==> src/rtl/dispatch_gate_pkg.sv <==
package dispatch_gate_pkg;

  // Stall causes, listed in priority order (highest first).
  typedef enum logic [1:0] {
    CAUSE_ROB   = 2'd0,
    CAUSE_REG   = 2'd1,
    CAUSE_SCHED = 2'd2,
    CAUSE_WIDTH = 2'd3
  } stall_cause_e;

  localparam int NUM_CAUSES = 4;

  // Strobes from control to datapath.
  typedef struct packed {
    logic         fire;
    logic         stall;
    stall_cause_e cause;
  } gate_strobe_t;

endpackage

==> src/rtl/dispatch_gate_ctrl.sv <==
module dispatch_gate_ctrl
  import dispatch_gate_pkg::*;
#(
  parameter int DISPATCH_W = 4,
  parameter int UOP_W      = 4,
  parameter int DEST_W     = 3,
  parameter int SNEED_W    = 3,
  parameter int FREE_W     = 6
) (
  input  logic               clk,
  input  logic               rstN,
  input  logic               instValid,
  input  logic [UOP_W-1:0]   instUops,
  input  logic [DEST_W-1:0]  instDests,
  input  logic [SNEED_W-1:0] instSchedNeed,
  input  logic [FREE_W-1:0]  robFree,
  input  logic [FREE_W-1:0]  regFree,
  input  logic [FREE_W-1:0]  schedFree,
  input  logic [UOP_W-1:0]   carryQ,
  output logic [UOP_W-1:0]   carryNext,
  output gate_strobe_t       strobe
);

  localparam logic [UOP_W-1:0] FULL_BUDGET = UOP_W'(DISPATCH_W);

  logic [UOP_W-1:0] consume;
  logic [UOP_W-1:0] carryRem;
  logic [UOP_W-1:0] budget;
  logic             budgetOk;
  logic             robOk;
  logic             regOk;
  logic             schedOk;
  logic             fire;

  // Refill the budget, then take pending carry-over out of it.
  always_comb begin
    consume  = (carryQ > FULL_BUDGET) ? FULL_BUDGET : carryQ;
    carryRem = carryQ - consume;
    budget   = FULL_BUDGET - consume;
  end

  always_comb begin
    budgetOk = (carryRem == '0) &&
               ((instUops <= budget) || (budget == FULL_BUDGET));
    robOk    = robFree   >= {{(FREE_W-UOP_W){1'b0}}, instUops};
    regOk    = regFree   >= {{(FREE_W-DEST_W){1'b0}}, instDests};
    schedOk  = schedFree >= {{(FREE_W-SNEED_W){1'b0}}, instSchedNeed};
    fire     = instValid && robOk && regOk && schedOk && budgetOk;
  end

  always_comb begin
    strobe.fire  = fire;
    strobe.stall = instValid && !fire;
    if (!robOk)        strobe.cause = CAUSE_ROB;
    else if (!regOk)   strobe.cause = CAUSE_REG;
    else if (!schedOk) strobe.cause = CAUSE_SCHED;
    else               strobe.cause = CAUSE_WIDTH;
  end

  // Excess micro-ops of a wide instruction become carry-over.
  always_comb begin
    if (fire)
      carryNext = (instUops > budget) ? (instUops - budget) : '0;
    else
      carryNext = carryRem;
  end

  // no dispatch while carry-over outlives this cycle's refill
  a_r4_hold_on_carry: assert property (@(posedge clk) disable iff (!rstN)
    (carryQ > FULL_BUDGET) |-> !strobe.fire);

  // a stall cause of lower priority is never reported over a resource shortage
  a_r7_width_cause_last: assert property (@(posedge clk) disable iff (!rstN)
    (strobe.stall && strobe.cause == CAUSE_WIDTH) |-> (robOk && regOk && schedOk));

endmodule

==> src/rtl/dispatch_gate_satcnt.sv <==
module dispatch_gate_satcnt #(
  parameter int CNT_W = 32
) (
  input  logic             clk,
  input  logic             rstN,
  input  logic             inc,
  output logic [CNT_W-1:0] count
);

  localparam logic [CNT_W-1:0] MAX_V = '1;

  always_ff @(posedge clk or negedge rstN) begin
    if (!rstN)                       count <= '0;
    else if (inc && count != MAX_V)  count <= count + 1'b1;
  end

  // a full counter never wraps
  a_r8_hold_at_max: assert property (@(posedge clk) disable iff (!rstN)
    (count == MAX_V) |=> (count == MAX_V));

  // a counter moves by at most one per cycle
  a_r7_step_one: assert property (@(posedge clk) disable iff (!rstN)
    (count != MAX_V) |=> (count == $past(count) || count == $past(count) + 1'b1));

endmodule

==> src/rtl/dispatch_gate_dp.sv <==
module dispatch_gate_dp
  import dispatch_gate_pkg::*;
#(
  parameter int UOP_W   = 4,
  parameter int DEST_W  = 3,
  parameter int SNEED_W = 3,
  parameter int CNT_W   = 32
) (
  input  logic               clk,
  input  logic               rstN,
  input  gate_strobe_t       strobe,
  input  logic [UOP_W-1:0]   carryNext,
  input  logic [UOP_W-1:0]   instUops,
  input  logic [DEST_W-1:0]  instDests,
  input  logic [SNEED_W-1:0] instSchedNeed,
  output logic [UOP_W-1:0]   carryQ,
  output logic               allocValid,
  output logic [UOP_W-1:0]   allocRob,
  output logic [DEST_W-1:0]  allocReg,
  output logic [SNEED_W-1:0] allocSched,
  output logic [NUM_CAUSES-1:0][CNT_W-1:0] stallCnt
);

  always_ff @(posedge clk or negedge rstN) begin
    if (!rstN) begin
      carryQ     <= '0;
      allocValid <= 1'b0;
      allocRob   <= '0;
      allocReg   <= '0;
      allocSched <= '0;
    end else begin
      carryQ     <= carryNext;
      allocValid <= strobe.fire;
      allocRob   <= strobe.fire ? instUops      : '0;
      allocReg   <= strobe.fire ? instDests     : '0;
      allocSched <= strobe.fire ? instSchedNeed : '0;
    end
  end

  for (genvar c = 0; c < NUM_CAUSES; c++) begin : g_cause
    logic bump;
    assign bump = strobe.stall && (strobe.cause == stall_cause_e'(c));
    dispatch_gate_satcnt #(.CNT_W(CNT_W)) cnt_i (
      .clk   (clk),
      .rstN  (rstN),
      .inc   (bump),
      .count (stallCnt[c])
    );
  end

  // allocation amounts are zero outside a pulse
  a_r6_quiet_idle: assert property (@(posedge clk) disable iff (!rstN)
    !allocValid |-> (allocRob == '0 && allocReg == '0 && allocSched == '0));

endmodule

==> src/rtl/dispatch_gate.sv <==
module dispatch_gate
  import dispatch_gate_pkg::*;
#(
  parameter int DISPATCH_W = 4,
  parameter int UOP_W      = 4,
  parameter int DEST_W     = 3,
  parameter int SNEED_W    = 3,
  parameter int FREE_W     = 6,
  parameter int CNT_W      = 32
) (
  input  logic               clk,
  input  logic               rstN,
  input  logic               instValid,
  input  logic [UOP_W-1:0]   instUops,
  input  logic [DEST_W-1:0]  instDests,
  input  logic [SNEED_W-1:0] instSchedNeed,
  output logic               instReady,
  input  logic [FREE_W-1:0]  robFree,
  input  logic [FREE_W-1:0]  regFree,
  input  logic [FREE_W-1:0]  schedFree,
  output logic               allocValid,
  output logic [UOP_W-1:0]   allocRob,
  output logic [DEST_W-1:0]  allocReg,
  output logic [SNEED_W-1:0] allocSched,
  output logic [CNT_W-1:0]   stallRobCnt,
  output logic [CNT_W-1:0]   stallRegCnt,
  output logic [CNT_W-1:0]   stallSchedCnt,
  output logic [CNT_W-1:0]   stallWidthCnt
);

  gate_strobe_t     strobe;
  logic [UOP_W-1:0] carryQ;
  logic [UOP_W-1:0] carryNext;
  logic [NUM_CAUSES-1:0][CNT_W-1:0] stallCnt;

  dispatch_gate_ctrl #(
    .DISPATCH_W (DISPATCH_W),
    .UOP_W      (UOP_W),
    .DEST_W     (DEST_W),
    .SNEED_W    (SNEED_W),
    .FREE_W     (FREE_W)
  ) ctrl_i (
    .clk           (clk),
    .rstN          (rstN),
    .instValid     (instValid),
    .instUops      (instUops),
    .instDests     (instDests),
    .instSchedNeed (instSchedNeed),
    .robFree       (robFree),
    .regFree       (regFree),
    .schedFree     (schedFree),
    .carryQ        (carryQ),
    .carryNext     (carryNext),
    .strobe        (strobe)
  );

  dispatch_gate_dp #(
    .UOP_W   (UOP_W),
    .DEST_W  (DEST_W),
    .SNEED_W (SNEED_W),
    .CNT_W   (CNT_W)
  ) dp_i (
    .clk           (clk),
    .rstN          (rstN),
    .strobe        (strobe),
    .carryNext     (carryNext),
    .instUops      (instUops),
    .instDests     (instDests),
    .instSchedNeed (instSchedNeed),
    .carryQ        (carryQ),
    .allocValid    (allocValid),
    .allocRob      (allocRob),
    .allocReg      (allocReg),
    .allocSched    (allocSched),
    .stallCnt      (stallCnt)
  );

  assign instReady     = strobe.fire;
  assign stallRobCnt   = stallCnt[CAUSE_ROB];
  assign stallRegCnt   = stallCnt[CAUSE_REG];
  assign stallSchedCnt = stallCnt[CAUSE_SCHED];
  assign stallWidthCnt = stallCnt[CAUSE_WIDTH];

  // a dispatch never over-commits any resource pool
  a_r2_rob_room: assert property (@(posedge clk) disable iff (!rstN)
    instReady |-> (robFree >= {{(FREE_W-UOP_W){1'b0}}, instUops}));
  a_r2_reg_room: assert property (@(posedge clk) disable iff (!rstN)
    instReady |-> (regFree >= {{(FREE_W-DEST_W){1'b0}}, instDests}));
  a_r2_sched_room: assert property (@(posedge clk) disable iff (!rstN)
    instReady |-> (schedFree >= {{(FREE_W-SNEED_W){1'b0}}, instSchedNeed}));

  // allocation amounts match the instruction dispatched one cycle earlier
  a_r6_alloc_match: assert property (@(posedge clk) disable iff (!rstN)
    instReady |=> (allocValid && allocRob == $past(instUops) &&
                   allocReg == $past(instDests)));

  // at most one stall counter changes per cycle
  a_r7_single_cause: assert property (@(posedge clk) disable iff (!rstN)
    1'b1 |=> ($countones({stallRobCnt != $past(stallRobCnt),
                          stallRegCnt != $past(stallRegCnt),
                          stallSchedCnt != $past(stallSchedCnt),
                          stallWidthCnt != $past(stallWidthCnt)}) <= 1));

  // no counter moves after an idle cycle
  a_r9_idle_no_count: assert property (@(posedge clk) disable iff (!rstN)
    !instValid |=> ($stable(stallRobCnt) && $stable(stallRegCnt) &&
                    $stable(stallSchedCnt) && $stable(stallWidthCnt)));

endmodule

==> config.mk <==
export PLATFORM = sky130hd
export DESIGN_NAME = dispatch_gate
export DESIGN_NICKNAME = d
export VERILOG_FILES = /design/src/rtl/dispatch_gate_pkg.sv /design/src/rtl/dispatch_gate_ctrl.sv /design/src/rtl/dispatch_gate_satcnt.sv /design/src/rtl/dispatch_gate_dp.sv /design/src/rtl/dispatch_gate.sv
export SDC_FILE = /design/constraint.sdc
export NUM_CORES = 1
export LEC_CHECK = 0
export BUFFER_PORTS_ARGS = -buffer_cell sky130_fd_sc_hd__buf_2
export CORE_MARGIN = 2
export CORE_UTILIZATION = 58
export DETAILED_ROUTE_END_ITERATION = 10
export GPL_ROUTABILITY_DRIVEN = 1
export PLACE_DENSITY_LB_ADDON = 0.1
export RECOVER_POWER = 100
export SETUP_SLACK_MARGIN = 0.2
export SLEW_MARGIN = 0
export SYNTH_ARGS = -nofsm -noshare
export SYNTH_HDL_FRONTEND = slang
export SYNTH_SLANG_ARGS = --single-unit
==> constraint.sdc <==
create_clock -name clk -period 5.3 [get_ports clk]
set_clock_uncertainty 0.2 [all_clocks]
set_input_delay 1.06 -clock clk [delete_from_list [all_inputs] [get_ports clk]]
set_output_delay 1.06 -clock clk [all_outputs]
set_load 0.005 [all_outputs]
==> results of run 1 <==
## metrics by stage
| step | setup WS, ns | std cells | total power [W] | hold slack [ns] |
|---|---|---|---|---|
| 6_report | 0.297 | 1004 | 0.00292 | 0.286 |
| 5_1_grt | 0.146 | 1003 | 0.00307 | 0.303 |
| 4_1_cts | 0.447 | 1002 | 0.00296 | 0.291 |
| 3_5_place_dp | 0.926 | 972 | 0.00182 | 0.281 |
| 3_3_place_gp | 1.12 | 972 | 0.00179 | 0.268 |
| 2_1_floorplan | 1.35 | 667 | 0.00160 | 0.277 |
## report_power, final
group          internal, W  switching [W]
combinational     0.000206       0.000322
sequential         0.00117      0.0000964
clock             0.000701       0.000424
total              0.00208       0.000842
## worst max path at each step
| stage | depth (start not counted) | end | slack, ns |
|---|---|---|---|
| 3_5_place_dp | 11 | instReady | 0.93 |
| 6_report | 11 | instReady | 0.30 |
| 5_1_grt | 11 | instReady | 0.15 |
| 3_3_place_gp | 11 | instReady | 1.12 |
| 4_1_cts | 11 | instReady | 0.45 |
| 2_1_floorplan | 11 | instReady | 1.35 |
## flip-flops by register name, summed over array words and instances (netlist names)
signal / cells
dp_i.g_cause.cnt_i.count: 128
dp_i.allocRob: 4
dp_i.carryQ: 4
dp_i.allocReg: 3
dp_i.allocSched: 3
dp_i.allocValid: 1
## Yosys cell counts (all sizes together) (3+ instances only)
cell type	count	area share
xnor2	72	0.091
ha	19	0.034
buf	6	0.0047
nor3	44	0.034
nor2	50	0.027
dfrtp	143	0.51
xor2	53	0.067
and2	7	0.0063
nor4	9	0.0090
inv	29	0.016
o21ai	9	0.0065
a21oi	4	0.0034
clkbuf	4	0.0022
mux2	4	0.0065
or4	3	0.0032
nand3	45	0.032
and4	12	0.015
nand2	59	0.032
o21a	3	0.0032
and3	13	0.012
nor3b	3	0.0032
nand4	49	0.044
## layout make-up
class / instances / area [um^2] / area share
Clock inverter: 5 / 55.1 / 0.00655
Antenna cell: 2 / 5.00 / 0.000596
Sequential cell: 143 / 3580 / 0.426
Clock buffer: 25 / 505 / 0.0602
Tap cell: 143 / 179 / 0.0213
Timing Repair Buffer: 172 / 779 / 0.0928
Multi-Input combinational cell: 485 / 3190 / 0.380
Inverter: 29 / 109 / 0.0130
## cells by family (layout without fill, tap and decap cells)
logic type	after synthesis	count (layout)	synth area share
AND/OR/NAND/NOR	303	303	0.228
flip-flops	143	143	0.515
XOR/XNOR	125	125	0.158
buffers and inverters	39	231	0.0225
AO/OA/AOI/OAI	32	32	0.0331
adder cells (fa/ha/maj)	20	20	0.0371
multiplexers	4	4	0.00648
other	1	3	0.000540
## worst max-delay path, stage by stage (launching register included)
cell and delay [ns]:
dfrtp_1 0.44, nor2_1 0.30, and2_0 0.22, inv_1 0.07, ha_1 0.23, xor2_1 0.17, ha_1 0.34, nor2b_1 0.16
or3_1 0.35, a311o_1 0.48, nor2_1 0.38, clkbuf_2 0.18
## cell usage in the layout, fill, tap and decap left out, drive strengths merged, types with 7 or more instances in the layout
master  instances
nand4          49
o21ai           9
nor3           44
and4           12
buf           102
and2            7
ha             19
nand2          59
nor2           50
xnor2          72
nor4            9
and3           13
dfrtp         143
inv            29
xor2           53
clkbuf         95
nand3          45
## per-layer routing
metal	part of all wire	up-vias	routed length, um
li1	-	2707	-
met1	0.42	2797	6890
met2	0.49	175	8110
met3	0.062	28	1020
met4	0.026	0	431
met5	0	-	0
==> impl_metrics.json, run 1 <==
{
  "status": "finished with violations",
  "violations": "max-capacitance violations, max-slew violations",
  "cts_sinks": 143,
  "ios": 171,
  "root_buffer": "clkbuf_16",
  "hold_end": "dp_i.g_cause[2].cnt_i.count[13]$_DFFE_PN0P_",
  "yosys_most_used_dff": "dfrtp_1",
  "tritoncts": "done",
  "startpoint_type": "flip-flop",
  "clockBufferDepth": 2,
  "timing.critical_path.to_type": "output port",
  "gr-usage-met2": 0.432,
  "power_density_nw_per_um2": 348,
  "synth_area_um2": 6950,
  "placed_area_um2": 7950,
  "die_y_um": 113,
  "gr-usage-met1": 0.340,
  "p_leak_nw": 4.08,
  "area_delta_synth_final_pct": 20.8,
  "via_count": 5707,
  "initial_core_util": 0.601,
  "maxCapViolCount": 2,
  "finalCritPeriodShare": 0.944,
  "cp_max_fo": 10,
  "fin_crit_ns": 5.00,
  "drc": 0,
  "yosys_warnings": 0,
  "path_clk_slew_ns": 0.05,
  "hold_depth": 1,
  "numCtsBuffers": 17,
  "min-delay-start": "dp_i.g_cause[2].cnt_i.count[13]$_DFFE_PN0P_",
  "ant_nets": 0,
  "synth.net_count": 718,
  "rsz0062_at_grt": "false",
  "reg2reg_depth": 12,
  "core_um2": 11600,
  "gp_congestion": 0.893,
  "grt_pass1_vias": 5650,
  "wl_per_cell_um": 16.4,
  "final_util": 0.726,
  "top_usage_layer": "met2",
  "wl_um": 16500,
  "die_w_um": 113,
  "post_cts_resized": 0,
  "fmax_mhz": 200,
  "port_buffers": 170,
  "dieArea_um2": 12900,
  "peakVddDrop_mv": 0.310,
  "startpoint": "dp_i.carryQ[3]$_DFF_PN0_",
  "worstPathArrival_ns": 3.74,
  "avgViaCountPerCell": 5.68,
  "required_ns": 4.04,
  "grt.total_usage": 0.264,
  "synth-edff-count": 0,
  "hold_viol": 0,
  "gr-total-overflow": 0,
  "synth-seq-area-share": 0.515,
  "fin_setup_tns_ns": 0,
  "dr.pass1.iters": 5,
  "r2r_slack_ns": 1.25,
  "setup_viol_count_final": 0,
  "postLayoutCellArea_um2": 8400,
  "grtUsageMet3": 0.0638,
  "cts_setup_buffers": 0,
  "r2r_end": "dp_i.carryQ[2]$_DFF_PN0_",
  "grt_max_degree": 103,
  "slew_violations": 113,
  "grt_first_pass_wirelength_um": 27100,
  "ys_seq_elements": 143,
  "r2r_start": "dp_i.carryQ[3]$_DFF_PN0_",
  "cts_hold_repair.buffers": 0,
  "avgSynthCellArea_um2": 10.4,
  "async_flop_share": 1.00,
  "antenna_found_initial": 1,
  "worst_slew_margin_rel": -0.685,
  "path_class": "reg2out",
  "layout-drive-gt1-share": 0.159,
  "synth_cells": 667,
  "drt-initial-drc-count": 477,
  "rows": 39,
  "hold_class": "reg2reg",
  "tightestPinTransition_ns": 2.53,
  "cts.htree.levels": 4,
  "nFillCells": 904,
  "clk_latency_ns": 0.41,
  "dp_hpwl_um": 12000,
  "finalNetCount": 899,
  "yosysUniqueCellTypes": 49
}
Power figures use the tool's default switching activity.
==> run 2, diff against run 1 <==
Settings changed: CTS_BUF_LIST from default to sky130_fd_sc_hd__clkbuf_16.
==> run 2 against run 1 <==
Net effect: the flow still finishes with violations (max-capacitance violations, max-slew violations); sequential share of layout area increased by 0.27 points; register-to-register slack about the same; first-iteration DRC count increased by 0.63%; combinational power about the same; final area decreased by 0.63%.
==> impl_metrics.json, run 2 (synthesis gave the netlist of run 1 again) <==
{
  "via_count": 5655,
  "fin_setup_tns_ns": 0,
  "gp_congestion": 0.893,
  "cts.htree.levels": 4,
  "timing.critical_path.to_type": "output port",
  "path_class": "reg2out",
  "status": "finished with violations",
  "p_leak_nw": 4.07,
  "required_ns": 4.04,
  "peakVddDrop_mv": 0.314,
  "hold_class": "reg2reg",
  "fmax_mhz": 200,
  "largest_reg_flops": 128,
  "gr-usage-met1": 0.341,
  "clk_latency_ns": 0.41,
  "finalCritPeriodShare": 0.943,
  "wl_per_cell_um": 16.4,
  "worstPathArrival_ns": 3.74,
  "rsz0062_at_grt": "false",
  "timing.critical_path.to": "instReady",
  "post_cts_resized": 0,
  "regMostFlops": "dp_i.g_cause.cnt_i.count",
  "multi_input_area_um2": 3190,
  "gr-total-overflow": 0,
  "tritoncts": "done",
  "top_usage_layer": "met2",
  "nFillCells": 912,
  "power_density_nw_per_um2": 341,
  "fin_crit_ns": 5.00,
  "gr-usage-met2": 0.432,
  "slew_violations": 113,
  "grt_pass1_vias": 5665,
  "cts_sinks": 143,
  "drt-initial-drc-count": 480,
  "die_w_um": 113,
  "port_buffers": 170,
  "root_buffer": "clkbuf_16",
  "dieArea_um2": 12900,
  "dp_hpwl_um": 12000,
  "hold_viol": 0,
  "grt_first_pass_wirelength_um": 27100,
  "regArea_um2": 3580,
  "finalNetCount": 899,
  "dr.pass1.iters": 5,
  "layout_common_cells": "143 x dfrtp_1, 101 x buf_2, 72 x xnor2_1, 67 x clkbuf_1, 59 x nand2_1",
  "core_um2": 11600,
  "crit_chain": "nor2_1 -> and2_0 -> inv_1 -> ha_1 -> xor2_1 -> ha_1 -> nor2b_1 -> or3_1 -> a311o_1 -> nor2_1 -> clkbuf_2",
  "cts_hold_repair.buffers": 0,
  "antenna_found_initial": 1,
  "layout-drive-gt1-share": 0.154,
  "setup_viol_count_final": 0,
  "startpoint": "dp_i.carryQ[3]$_DFF_PN0_",
  "finalPower_w": 0.00284,
  "grt_max_degree": 103,
  "area_delta_synth_final_pct": 20.1,
  "maxCapViolCount": 2,
  "final_common_cell": "dfrtp_1",
  "cp_max_fo": 10,
  "r2r_end": "dp_i.carryQ[2]$_DFF_PN0_",
  "numCtsBuffers": 17,
  "ios": 171,
  "slowest_stage": "a311o_1",
  "rows": 39,
  "wl_um": 16400,
  "reg_top3": "dp_i.g_cause.cnt_i.count: 128 flops, dp_i.allocRob: 4 flops, dp_i.carryQ: 4 flops",
  "worst_slew_margin_rel": -0.710,
  "reg2reg_depth": 12,
  "ant_nets": 0,
  "path_clk_slew_ns": 0.06,
  "tightestPinTransition_ns": 2.57,
  "startpoint_type": "flip-flop",
  "initial_core_util": 0.601,
  "cts_setup_buffers": 0,
  "avgViaCountPerCell": 5.64,
  "violations": "max-capacitance violations, max-slew violations",
  "grt.total_usage": 0.264,
  "max_stage_delay_ns": 0.48,
  "r2r_start": "dp_i.carryQ[3]$_DFF_PN0_",
  "grtUsageMet3": 0.0638,
  "die_y_um": 113,
  "drc": 0,
  "clockBufferDepth": 2,
  "r2r_slack_ns": 1.25
}
run 2: changes by cell type in the layout (fill, tap and decap cells not counted):
cell	previous run	this run
clkbuf_8	5	0
clkbuf_1	70	67
diode_2	2	1
clkinv_1	0	5
inv_1	29	32
run 2: worst min-delay path by stage:
stage	start	to	slack, ns	cells past startpoint
6_report	dp_i.g_cause[2].cnt_i.count[13]$_DFFE_PN0P_	dp_i.g_cause[2].cnt_i.count[13]$_DFFE_PN0P_	0.29	1
5_1_grt	dp_i.g_cause[0].cnt_i.count[11]$_DFFE_PN0P_	dp_i.g_cause[0].cnt_i.count[11]$_DFFE_PN0P_	0.30	1
4_1_cts	dp_i.g_cause[1].cnt_i.count[13]$_DFFE_PN0P_	dp_i.g_cause[1].cnt_i.count[13]$_DFFE_PN0P_	0.29	1
3_5_place_dp	dp_i.g_cause[0].cnt_i.count[15]$_DFFE_PN0P_	dp_i.g_cause[0].cnt_i.count[15]$_DFFE_PN0P_	0.28	1
3_3_place_gp	dp_i.g_cause[1].cnt_i.count[13]$_DFFE_PN0P_	dp_i.g_cause[1].cnt_i.count[13]$_DFFE_PN0P_	0.27	1
2_1_floorplan	dp_i.g_cause[1].cnt_i.count[13]$_DFFE_PN0P_	dp_i.g_cause[1].cnt_i.count[13]$_DFFE_PN0P_	0.28	1
run 2: report_power, final:
group,leakage [nW],internal (W),switching [W]
Sequential,1.92,0.00117,0.0000972
Combinational,1.89,0.000206,0.000321
Clock,0.256,0.000623,0.000422
Total,4.07,0.00200,0.000840
run 2: final cells by class:
type,count,share of cell area
inverter,29,0.0130
multi-input combinational,485,0.382
antenna,1,0.000300
tap,143,0.0214
timing repair buffer,172,0.0934
sequential,143,0.429
clock buffer,17,0.0510
clock inverter,13,0.0102
run 2: metrics by stage:
step | std cells | area (um^2) | hold slack [ns] | utilization | setup slack (ns)
2_1_floorplan | 667 | 6950 | 0.277 | - | 1.35
5_1_grt | 1003 | 8350 | 0.303 | 0.722 | 0.147
3_5_place_dp | 972 | 7950 | 0.281 | 0.688 | 0.926
3_3_place_gp | 972 | 7950 | 0.268 | 0.688 | 1.12
6_report | 1003 | 8350 | 0.286 | 0.722 | 0.300
4_1_cts | 1002 | 8460 | 0.291 | 0.732 | 0.447
run 2: worst max-delay path, delay by kind of cell (launching register included):
kind | cells | cell delay, ns
AND/OR/NAND/NOR | 5 | 1.41
adder cells (fa/ha/maj) | 2 | 0.57
AO/OA/AOI/OAI | 1 | 0.48
flip-flops | 1 | 0.43
buffers and inverters | 2 | 0.25
XOR/XNOR | 1 | 0.17
run 2: metal layers:
layer,part of all wire,vias to the layer above
met2,0.49,165
met4,0.025,0
met3,0.057,28
met5,0,-
li1,-,2701
met1,0.43,2761
==> run 3, diff against run 2 <==
Settings changed: CORE_UTILIZATION 58 to 40.
==> run 3 against run 2 <==
Net effect: final cell count increased by 8.4%; flip-flop and latch count unchanged; the flow still finishes with violations (max-capacitance violations, max-slew violations); critical path type unchanged; register-to-register slack better by 0.05 ns; critical path depth stayed put; highest routed layer unchanged; sequential share of layout area shrank 1.1 points; hold slack lost 0.0019 ns; non-clock buffer count increased by 1; wire length increased by 4.6%; count of clock-buffer cells in the layout is the same; final area up 2.7%; largest cell class unchanged; total power increased by 8.5%; via count hardly changed; critical endpoint unchanged.
==> impl_metrics.json, run 3 (synthesis gave the netlist of run 1 again) <==
{
  "status": "finished with violations",
  "violations": "max-capacitance violations, max-slew violations",
  "fmax_mhz": 206,
  "dieArea_um2": 18400,
  "hold_slack_ns": 0.284,
  "core_um2": 17100,
  "layout-drive-gt1-share": 0.154,
  "reg2reg_depth": 12,
  "r2r_slack_ns": 1.30,
  "hold_depth": 1,
  "peakVddDrop_mv": 0.214,
  "slew_violations": 79,
  "gp_congestion": 0.838,
  "die_y_um": 136,
  "initial_core_util": 0.406,
  "r2r_end": "dp_i.g_cause[3].cnt_i.count[24]$_DFFE_PN0P_",
  "path_class": "reg2out",
  "min-delay-start": "dp_i.g_cause[3].cnt_i.count[4]$_DFFE_PN0P_",
  "p_leak_nw": 4.10,
  "finalNetCount": 900,
  "fin_setup_tns_ns": 0,
  "worstPathArrival_ns": 3.59,
  "setup_viol_count_final": 0,
  "tritoncts": "done",
  "required_ns": 4.04,
  "tightestPinTransition_ns": 3.77,
  "wl_um": 17200,
  "die_w_um": 136,
  "layout_common_cells": "143 x dfrtp_1, 97 x buf_2, 72 x xnor2_1, 72 x clkbuf_1, 59 x nand2_1",
  "grt_pass1_vias": 5371,
  "ios": 171,
  "clk_latency_ns": 0.42,
  "hold_end": "dp_i.g_cause[3].cnt_i.count[4]$_DFFE_PN0P_",
  "cp_max_fo": 10,
  "maxCapViolCount": 2,
  "dp_cells": 1055,
  "post_cts_resized": 0,
  "drt-initial-drc-count": 360,
  "cts_hold_repair.buffers": 0,
  "final_common_cell": "dfrtp_1",
  "finalCritPeriodShare": 0.915,
  "fin_ws_ns": 0.449,
  "hold_viol": 0,
  "via_count": 5651,
  "startpoint_type": "flip-flop",
  "area_delta_synth_final_pct": 23.3,
  "regMostFlops": "dp_i.g_cause.cnt_i.count",
  "rsz0062_at_grt": "false",
  "r2r_start": "dp_i.carryQ[3]$_DFF_PN0_",
  "nFillCells": 1647,
  "ant_nets": 0,
  "numCtsBuffers": 17,
  "cts_sinks": 143,
  "dp_slack_ns": 0.932,
  "root_buffer": "clkbuf_16",
  "dr.pass1.iters": 5,
  "grt.total_usage": 0.191,
  "hold_class": "reg2reg",
  "path_clk_slew_ns": 0.06,
  "fin_cells": 1087,
  "grt_first_pass_wirelength_um": 27600,
  "rows": 48,
  "port_buffers": 170,
  "antenna_found_initial": 0,
  "largest_reg_flops": 128,
  "antenna_cells": 0,
  "gr-total-overflow": 0,
  "timing.critical_path.to_type": "output port",
  "reg_top3": "dp_i.g_cause.cnt_i.count: 128 flops, dp_i.allocRob: 4 flops, dp_i.carryQ: 4 flops",
  "cts.htree.levels": 4,
  "avgViaCountPerCell": 5.20,
  "power_density_nw_per_um2": 360,
  "wl_per_cell_um": 15.8,
  "grt_max_degree": 69,
  "finalPower_w": 0.00308,
  "cts_setup_buffers": 0,
  "worst_slew_margin_rel": -1.51,
  "clockBufferDepth": 2,
  "dp_hpwl_um": 12800,
  "drc": 0,
  "fin_crit_ns": 4.85
}
[run 3: cell count changes in the layout (fill, tap and decap cells not counted), sizes merged]
cell    change
diode       -1
clkinv      -1
inv         -1
bufinv      +4
clkbuf      +3
buf         -2
[run 3: area by class of cell]
type,count,area [um^2],area share
multi-input combinational,485,3190,0.372
clock buffer,17,425,0.0496
inverter,29,109,0.0127
sequential,143,3580,0.418
tap,225,282,0.0329
clock inverter,15,201,0.0235
timing repair buffer,173,783,0.0914
[run 3: stage by stage]
stage | utilization | instance area [um^2]
2_1_floorplan | - | 6950
6_report | 0.501 | 8570
5_1_grt | 0.501 | 8570
3_3_place_gp | 0.471 | 8060
4_1_cts | 0.508 | 8690
3_5_place_dp | 0.471 | 8060
[run 3: critical path, cell delays in order (launching register included)]
cell and delay, ns:
dfrtp_1 0.44, nor2_1 0.25, and2_0 0.22, inv_1 0.06, ha_1 0.22, xor2_1 0.18, ha_1 0.34, nor2b_1 0.17
or3_1 0.36, a311o_1 0.49, nor2_2 0.28, clkbuf_2 0.16
[run 3: how the worst max path moves through the flow]
stage	startpoint	to	slack [ns]	cells after the start
after floorplan	dp_i.carryQ[3]$_DFF_PN0_	instReady	1.35	11
after global placement	dp_i.carryQ[3]$_DFF_PN0_	instReady	1.11	11
after detailed placement	dp_i.carryQ[3]$_DFF_PN0_	instReady	0.93	11
after CTS	dp_i.carryQ[3]$_DFF_PN0_	instReady	0.49	11
after global routing	dp_i.carryQ[3]$_DFF_PN0_	instReady	0.18	11
final	dp_i.carryQ[3]$_DFF_PN0_	instReady	0.45	11
[run 3: power breakdown]
group / total, W / internal (W) / switching, W
logic: 0.000536 / 0.000210 / 0.000326
registers: 0.00127 / 0.00117 / 0.0000985
clock network: 0.00128 / 0.000824 / 0.000452
[run 3: metal layers]
layer | track usage | routed length, um | vias up
li1 | - | - | 2706
met1 | 0.251 | 7510 | 2769
met2 | 0.311 | 8420 | 154
met3 | 0.0462 | 1020 | 22
met4 | 0.0602 | 247 | 0
met5 | 0 | 0 | -
